### src/rtl/mdio_cmd_pkg.sv
package mdio_cmd_pkg;
  localparam int WORD_W     = 32;
  localparam int ADDR_W     = 5;
  localparam int DATA_W     = 16;
  localparam int FRAME_BITS = 64;
  localparam int IDX_W      = $clog2(FRAME_BITS);
  localparam int BUSY_POS   = 31;
  localparam int EN_POS     = 30;
  localparam int RD_POS     = 27;
  localparam int PHY_LSB    = 21;
  localparam int REG_LSB    = 16;
  localparam int TA_FIRST   = 46;
  localparam int DATA_FIRST = 48;

  function automatic logic [FRAME_BITS-1:0] build_frame(
    input logic rd, input logic [ADDR_W-1:0] phy,
    input logic [ADDR_W-1:0] regad, input logic [DATA_W-1:0] wdat);
    logic [1:0] op;
    logic [1:0] ta;
    op = rd ? 2'b10 : 2'b01;
    ta = rd ? 2'b11 : 2'b10;
    return {32'hFFFF_FFFF, 2'b01, op, phy, regad, ta, (rd ? {DATA_W{1'b1}} : wdat)};
  endfunction
endpackage

### src/rtl/mdio_clk_div.sv
module mdio_clk_div #(
  parameter int DIV_HALF = 20
) (
  input  logic clk,
  input  logic rst,
  input  logic en,
  output logic mdc,
  output logic rise_tick,
  output logic fall_tick
);
  localparam int CW = (DIV_HALF > 1) ? $clog2(DIV_HALF) : 1;
  localparam logic [CW-1:0] LAST = CW'(DIV_HALF - 1);

  logic [CW-1:0] cnt_q;
  logic          mdc_q;
  logic          wrap;

  assign wrap      = en && (cnt_q == LAST);
  assign rise_tick = wrap && !mdc_q;
  assign fall_tick = wrap && mdc_q;
  assign mdc       = mdc_q;

  always_ff @(posedge clk) begin
    if (rst || !en) begin
      cnt_q <= '0;
      mdc_q <= 1'b0;
    end else if (wrap) begin
      cnt_q <= '0;
      mdc_q <= ~mdc_q;
    end else begin
      cnt_q <= cnt_q + 1'b1;
    end
  end

  // clock parks low whenever no frame is running
  p_mdc_idle_low_r6: assert property (@(posedge clk) disable iff (rst)
    !en |=> !mdc_q);
endmodule

### src/rtl/mdio_frame_seq.sv
module mdio_frame_seq import mdio_cmd_pkg::*; (
  input  logic              clk,
  input  logic              rst,
  input  logic              start,
  input  logic              start_rd,
  input  logic [ADDR_W-1:0] start_phy,
  input  logic [ADDR_W-1:0] start_reg,
  input  logic [DATA_W-1:0] start_data,
  input  logic              rise_tick,
  input  logic              fall_tick,
  input  logic              mdio_i,
  output logic              active,
  output logic              done,
  output logic [DATA_W-1:0] rd_value,
  output logic              mdio_o,
  output logic              mdio_oe
);
  localparam logic [IDX_W-1:0] LAST_IDX = IDX_W'(FRAME_BITS - 1);

  logic                  active_q, done_q, rd_q, oe_q;
  logic [IDX_W-1:0]      idx_q;
  logic [FRAME_BITS-1:0] sh_q;
  logic [DATA_W-1:0]     cap_q;

  always_ff @(posedge clk) begin
    if (rst) begin
      active_q <= 1'b0;
      done_q   <= 1'b0;
      rd_q     <= 1'b0;
      oe_q     <= 1'b0;
      idx_q    <= '0;
      sh_q     <= '0;
      cap_q    <= '0;
    end else begin
      done_q <= 1'b0;
      if (start) begin
        active_q <= 1'b1;
        idx_q    <= '0;
        rd_q     <= start_rd;
        oe_q     <= 1'b1;
        sh_q     <= build_frame(start_rd, start_phy, start_reg, start_data);
      end else if (active_q) begin
        if (rise_tick && rd_q && (int'(idx_q) >= DATA_FIRST))
          cap_q <= {cap_q[DATA_W-2:0], mdio_i};
        if (fall_tick) begin
          if (idx_q == LAST_IDX) begin
            active_q <= 1'b0;
            done_q   <= 1'b1;
            oe_q     <= 1'b0;
          end else begin
            idx_q <= idx_q + 1'b1;
            sh_q  <= {sh_q[FRAME_BITS-2:0], 1'b0};
            oe_q  <= !(rd_q && (int'(idx_q) + 1 >= TA_FIRST));
          end
        end
      end
    end
  end

  assign active   = active_q;
  assign done     = done_q;
  assign rd_value = cap_q;
  assign mdio_o   = sh_q[FRAME_BITS-1];
  assign mdio_oe  = oe_q;

  // line released from turnaround to the end of a read
  p_read_released_r5: assert property (@(posedge clk) disable iff (rst)
    (active_q && rd_q && int'(idx_q) >= TA_FIRST) |-> !oe_q);
  // a frame ends only after its last bit
  p_frame_length_r7: assert property (@(posedge clk) disable iff (rst)
    done_q |-> $past(idx_q) == LAST_IDX);
  // a new frame is never loaded over a running one
  p_no_restart_r8: assert property (@(posedge clk) disable iff (rst)
    start |-> !active_q);
endmodule

### src/rtl/mdio_cmd_reg.sv
module mdio_cmd_reg import mdio_cmd_pkg::*; (
  input  logic              clk,
  input  logic              rst,
  input  logic              wr_en,
  input  logic [WORD_W-1:0] wr_data,
  input  logic              done,
  input  logic [DATA_W-1:0] rd_value,
  output logic [WORD_W-1:0] word,
  output logic              start,
  output logic              start_rd,
  output logic [ADDR_W-1:0] start_phy,
  output logic [ADDR_W-1:0] start_reg,
  output logic [DATA_W-1:0] start_data
);
  logic              busy_q, en_q, rd_q;
  logic [ADDR_W-1:0] phy_q, reg_q;
  logic [DATA_W-1:0] data_q;
  logic              accept;
  logic              unused_bits;

  assign unused_bits = ^{wr_data[29:28], wr_data[26]};
  assign accept      = wr_en && !busy_q;
  assign start       = accept && wr_data[BUSY_POS] && wr_data[EN_POS];
  assign start_rd    = wr_data[RD_POS];
  assign start_phy   = wr_data[PHY_LSB +: ADDR_W];
  assign start_reg   = wr_data[REG_LSB +: ADDR_W];
  assign start_data  = wr_data[DATA_W-1:0];

  always_ff @(posedge clk) begin
    if (rst) begin
      busy_q <= 1'b0;
      en_q   <= 1'b0;
      rd_q   <= 1'b0;
      phy_q  <= '0;
      reg_q  <= '0;
      data_q <= '0;
    end else if (done) begin
      busy_q <= 1'b0;
      if (rd_q) data_q <= rd_value;
    end else if (accept) begin
      busy_q <= wr_data[BUSY_POS] && wr_data[EN_POS];
      en_q   <= wr_data[EN_POS];
      rd_q   <= start_rd;
      phy_q  <= start_phy;
      reg_q  <= start_reg;
      data_q <= start_data;
    end
  end

  assign word = {busy_q, en_q, 2'b00, rd_q, 1'b0, phy_q, reg_q, data_q};

  // fields frozen while a command is outstanding
  p_busy_frozen_r8: assert property (@(posedge clk) disable iff (rst)
    (busy_q && !done) |=> (busy_q && $stable(phy_q) && $stable(reg_q) &&
                           $stable(rd_q) && $stable(data_q)));
endmodule

### src/rtl/mdio_cmd_master.sv
module mdio_cmd_master import mdio_cmd_pkg::*; #(
  parameter int DIV_HALF = 20
) (
  input  logic              clk,
  input  logic              rst,
  input  logic              cmd_wr,
  input  logic [WORD_W-1:0] cmd_wdata,
  output logic [WORD_W-1:0] cmd_rdata,
  output logic              mdc,
  output logic              mdio_out,
  output logic              mdio_oe,
  input  logic              mdio_in
);
  logic              start, start_rd, active, done, rise_tick, fall_tick;
  logic [ADDR_W-1:0] start_phy, start_reg;
  logic [DATA_W-1:0] start_data, rd_value;

  mdio_cmd_reg i_reg (
    .clk(clk), .rst(rst), .wr_en(cmd_wr), .wr_data(cmd_wdata),
    .done(done), .rd_value(rd_value), .word(cmd_rdata),
    .start(start), .start_rd(start_rd), .start_phy(start_phy),
    .start_reg(start_reg), .start_data(start_data));

  mdio_clk_div #(.DIV_HALF(DIV_HALF)) i_div (
    .clk(clk), .rst(rst), .en(active), .mdc(mdc),
    .rise_tick(rise_tick), .fall_tick(fall_tick));

  mdio_frame_seq i_seq (
    .clk(clk), .rst(rst), .start(start), .start_rd(start_rd),
    .start_phy(start_phy), .start_reg(start_reg), .start_data(start_data),
    .rise_tick(rise_tick), .fall_tick(fall_tick), .mdio_i(mdio_in),
    .active(active), .done(done), .rd_value(rd_value),
    .mdio_o(mdio_out), .mdio_oe(mdio_oe));

  // data and direction hold while the management clock is high
  p_mdio_quiet_high_r6: assert property (@(posedge clk) disable iff (rst)
    mdc |-> ($stable(mdio_out) && $stable(mdio_oe)));
  // busy reads set whenever the clock is running
  p_busy_while_clocking_r2: assert property (@(posedge clk) disable iff (rst)
    mdc |-> cmd_rdata[BUSY_POS]);
endmodule

### config.mk
export PLATFORM = sky130hd
export DESIGN_NAME = mdio_cmd_master
export DESIGN_NICKNAME = d
export VERILOG_FILES = /design/src/rtl/mdio_cmd_pkg.sv /design/src/rtl/mdio_clk_div.sv /design/src/rtl/mdio_frame_seq.sv /design/src/rtl/mdio_cmd_reg.sv /design/src/rtl/mdio_cmd_master.sv
export SDC_FILE = /design/constraint.sdc
export NUM_CORES = 1
export LEC_CHECK = 0
export BUFFER_PORTS_ARGS = -buffer_cell sky130_fd_sc_hd__buf_2
export CORE_ASPECT_RATIO = 0.9
export CORE_MARGIN = 4
export CORE_UTILIZATION = 42
export CTS_BUF_LIST = sky130_fd_sc_hd__clkbuf_8
export CTS_CLUSTER_DIAMETER = 150
export DETAILED_ROUTE_END_ITERATION = 8
export GPL_ROUTABILITY_DRIVEN = 0
export GPL_TIMING_DRIVEN = 0
export PLACE_DENSITY = 0.61
export SLEW_MARGIN = 10
export SYNTH_ARGS = -nofsm -noshare
export SYNTH_HDL_FRONTEND = slang
export SYNTH_SLANG_ARGS = --single-unit
### constraint.sdc
create_clock -name clk -period 2.1 [get_ports clk]
set_input_delay 0.21 -clock clk [delete_from_list [all_inputs] [get_ports clk]]
set_output_delay 0.21 -clock clk [all_outputs]
set_load 0.02 [all_outputs]
==> summary.md <==
| Metric | Value |
|---|---|
| Top cell type's share of synthesized area | `46.9%` |
| Post-synthesis sequential element count | `125` |
| Synthesis Warnings | `0` |
| Synth area leader | `dfxtp_1` |
| Vias in the first global route | `4798` |
| Slew Limit Fails | `0` |
| CP max stage delay | `560 ps` |
| Distinct cells, synth | `43` |
| Hold slack final | `8.33 ps` |
| Crit Path Class | `reg -> reg` |
| Part of the cycle the worst path needs | `95.2%` |
| CTS Buf Count | `17` |
| Final core occ | `51.7%` |
| Port bufs | `64` |
| Post-synthesis async set-or-reset flop share | `0%` |
| DIE HEIGHT | `115 um` |
| Remaining antenna violation count | `0` |
| DIE AREA | `14600 um2` |
| Cts hold-fix bufs | `0` |
| Total grt overflow | `0` |
| Via count | `5143` |
| Fillers | `1181` |
| Nets | `763` |
| Starting density of the core | `43.5%` |
| Pin count of the biggest net entering global routing | `17` |
| Share of cells above drive strength 1 | `20.4%` |
| Synth-to-layout area growth | `18.7%` |
| Drt wl/cell | `16.5 um` |
| Pre-antenna DRT Iters | `5` |
| Row count | `38` |
| Pwr Density | `821 nW/um2` |
| Drt total wl | `14800 um` |
| Post-CTS Resized | `3` |
| Vias per std cell | `5.73` |
| Worst-case clock buffer depth | `2` |
| P_leak | `2.30 nW` |
| HPWL after DPL | `10500 um` |
| CTS tree | `done` |
| Mean Syn Cell Area | `8.36 um2` |
| Residual DRC | `0` |
| CP startpoint kind | `flip-flop` |
| Endpoints failing setup | `0` |
| Critical Path, Cell by Cell | `ha_1 > nand4b_4 > or4_1 > buf_2 > buf_6 > nand2_1 > a21oi_1` |
| CP max-delay cell | `or4_1` |
| Worst min-delay path class | `in -> reg` |
| Arrival @ worst endpoint | `2300 ps` |
| CP Capture Type | `flip-flop` |
| Initial DRC count | `613` |
| H-tree level count | `4` |
| CTS clock-pin slew for the worst setup and hold paths | `80 ps` |
| Hold Vio Cnt, Final | `0` |
| Setup bufs post-CTS | `0` |
| RSZ-0062 raised after global routing | `yes` |
| CP bufs+invs | `2` |
| Max-slew headroom | `54.9%` |
| Worst endpoint required time | `2400 ps` |
| Top Ports | `71` |
| Status | `completed` |
| # Max-Cap Violations | `0` |
| Global Route Usage Sum | `20.2%` |
| EDFF count, synth | `0` |
| First-pass GRT wire length | `24100 um` |
| Most used DFF post-synth | `dfxtp_1` |
| Synth Instances | `639` |
| Worst Max-Slew Pin Slew | `677 ps` |
| Worst-path fanout max | `10` |
| TNS Setup | `0 ps` |
| Antenna violations before repair | `0` |
| Synthesized area | `5340 um2` |
| Worst IR drop on VDD | `385 uV` |
| Crit path max-delay family | `simple AND/OR/NAND/NOR gates` |
| Final min period | `2000 ps` |
| Clk root buf | `clkbuf_8` |
| # diodes | `0` |
| Area contributors post-synth | `dfxtp_1 (47%), o21ai_0 (7.1%), a31oi_1 (5.5%)` |
| Fmax | `0.500 GHz` |
| Setup Skew | `15.2 ps` |
| # clock sinks | `125` |
| Sequential cell area fraction in the yosys report | `46.9%` |
| Core ar. | `12300 um2` |
| DIE WIDTH | `127 um` |
| Skew-Pair Late Insertion Delay | `450 ps` |
-- worst reg2reg max path, delay by kind of cell, from the launching register on --
kind                       cells  cell delay, ps
and+or+nand+nor                3             830
AOI/OAI and AO/OA              1              60
buffers and inverters          2             360
DFF                            1             360
adders and majority gates      1             260
-- through the flow --
stage | worst slack [ps] | cells | area (um2) | total power [W]
finish | 100 | 897 | 6340 | 0.00521
global route | -20.2 | 897 | 6340 | 0.00539
CTS | 7.35 | 897 | 6300 | 0.00524
detailed placement | 4.36 | 865 | 5870 | 0.00300
global placement | 22.2 | 865 | 5870 | 0.00299
floorplan | 311 | 641 | 5350 | 0.00284
-- flip-flops by register name, indices dropped and copies added (netlist names), 5 cells and up --
signal	count
i_div.cnt_q	5
i_reg.data_q	16
i_reg.phy_q	5
i_reg.reg_q	5
i_seq.idx_q	6
i_seq.rd_value	16
i_seq.sh_q	64
-- cell usage after synthesis, types with 3 or more instances --
library cell and count:
nand2_1 64, a31oi_1 47, ha_1 3, a211oi_1 18
clkbuf_1 40, nand4b_1 3, xor2_1 3, inv_1 5
a311oi_1 19, clkbuf_2 5, buf_4 6, mux2i_1 16
nor3_1 6, nand4_1 19, dfxtp_1 125, o21ai_0 76
a21oi_1 35, and3_1 3, nor2_1 44, buf_2 20
nand3_1 49
-- where the power goes --
| group | internal [W] | switching (W) |
|---|---|---|
| combinational | 0.000150 | 0.000264 |
| sequential | 0.00248 | 0.0000574 |
| clock | 0.00124 | 0.00102 |
-- logic make-up (layout without fill, tap and decap cells) --
group	after synthesis	after routing	synth area share (%)
xor+xnor	5	5	0.820
mux	16	16	3.00
buf+inv	80	176	6.91
compound gates	203	203	22.9
fa+ha+maj	3	3	0.703
flops	125	125	46.9
simple gates	206	206	18.8
other cells	1	3	0.0702
-- cell type report --
cell class / instances / area, um2 / share of cell area (%)
flip-flops and latches: 125 / 2510 / 39.6
multi-input cells: 436 / 2490 / 39.2
plain buffers: 75 / 375 / 5.92
repair buffers: 64 / 320 / 5.05
clock buffers: 19 / 262 / 4.13
well taps: 160 / 200 / 3.16
clock inverters: 13 / 166 / 2.63
inverters: 5 / 18.8 / 0.296
-- final timing paths --
path | end | start | slack (ps) | cells after the start
worst max-delay path | i_seq.rd_value[15] | i_div.cnt_q[0] | 100 | 7
worst min-delay path | i_reg.phy_q[4] | cmd_wdata[25] | 8 | 3
worst max register to register | i_seq.rd_value[15] | i_div.cnt_q[0] | 100 | 7
worst min register to register | i_div.cnt_q[0] | i_div.cnt_q[0] | 450 | 1
-- routing by layer --
metal	track usage [%]	share of wire, %	vias to the layer above
met4	4.29	1.1	0
met5	0	0	-
met2	32.2	46	179
met1	28.1	47	2453
li1	-	-	2492
met3	4.88	5.6	19
-- placed cells by master, fill, tap and decap left out, types with 4 or more instances in the layout --
cell and count:
a211oi_1 18, a21oi_1 35, a311oi_1 19, a31oi_1 47, buf_2 81, buf_4 7, clkbuf_1 30, clkbuf_2 13
clkbuf_4 4, clkbuf_8 19, clkinvlp_4 6, dfxtp_1 123, inv_1 5, mux2i_1 16, nand2_1 64, nand3_1 49
nand4_1 19, nor2_1 42, nor3_1 5, o21ai_0 72, o21ai_1 4
(Power assumes the default switching activity.)
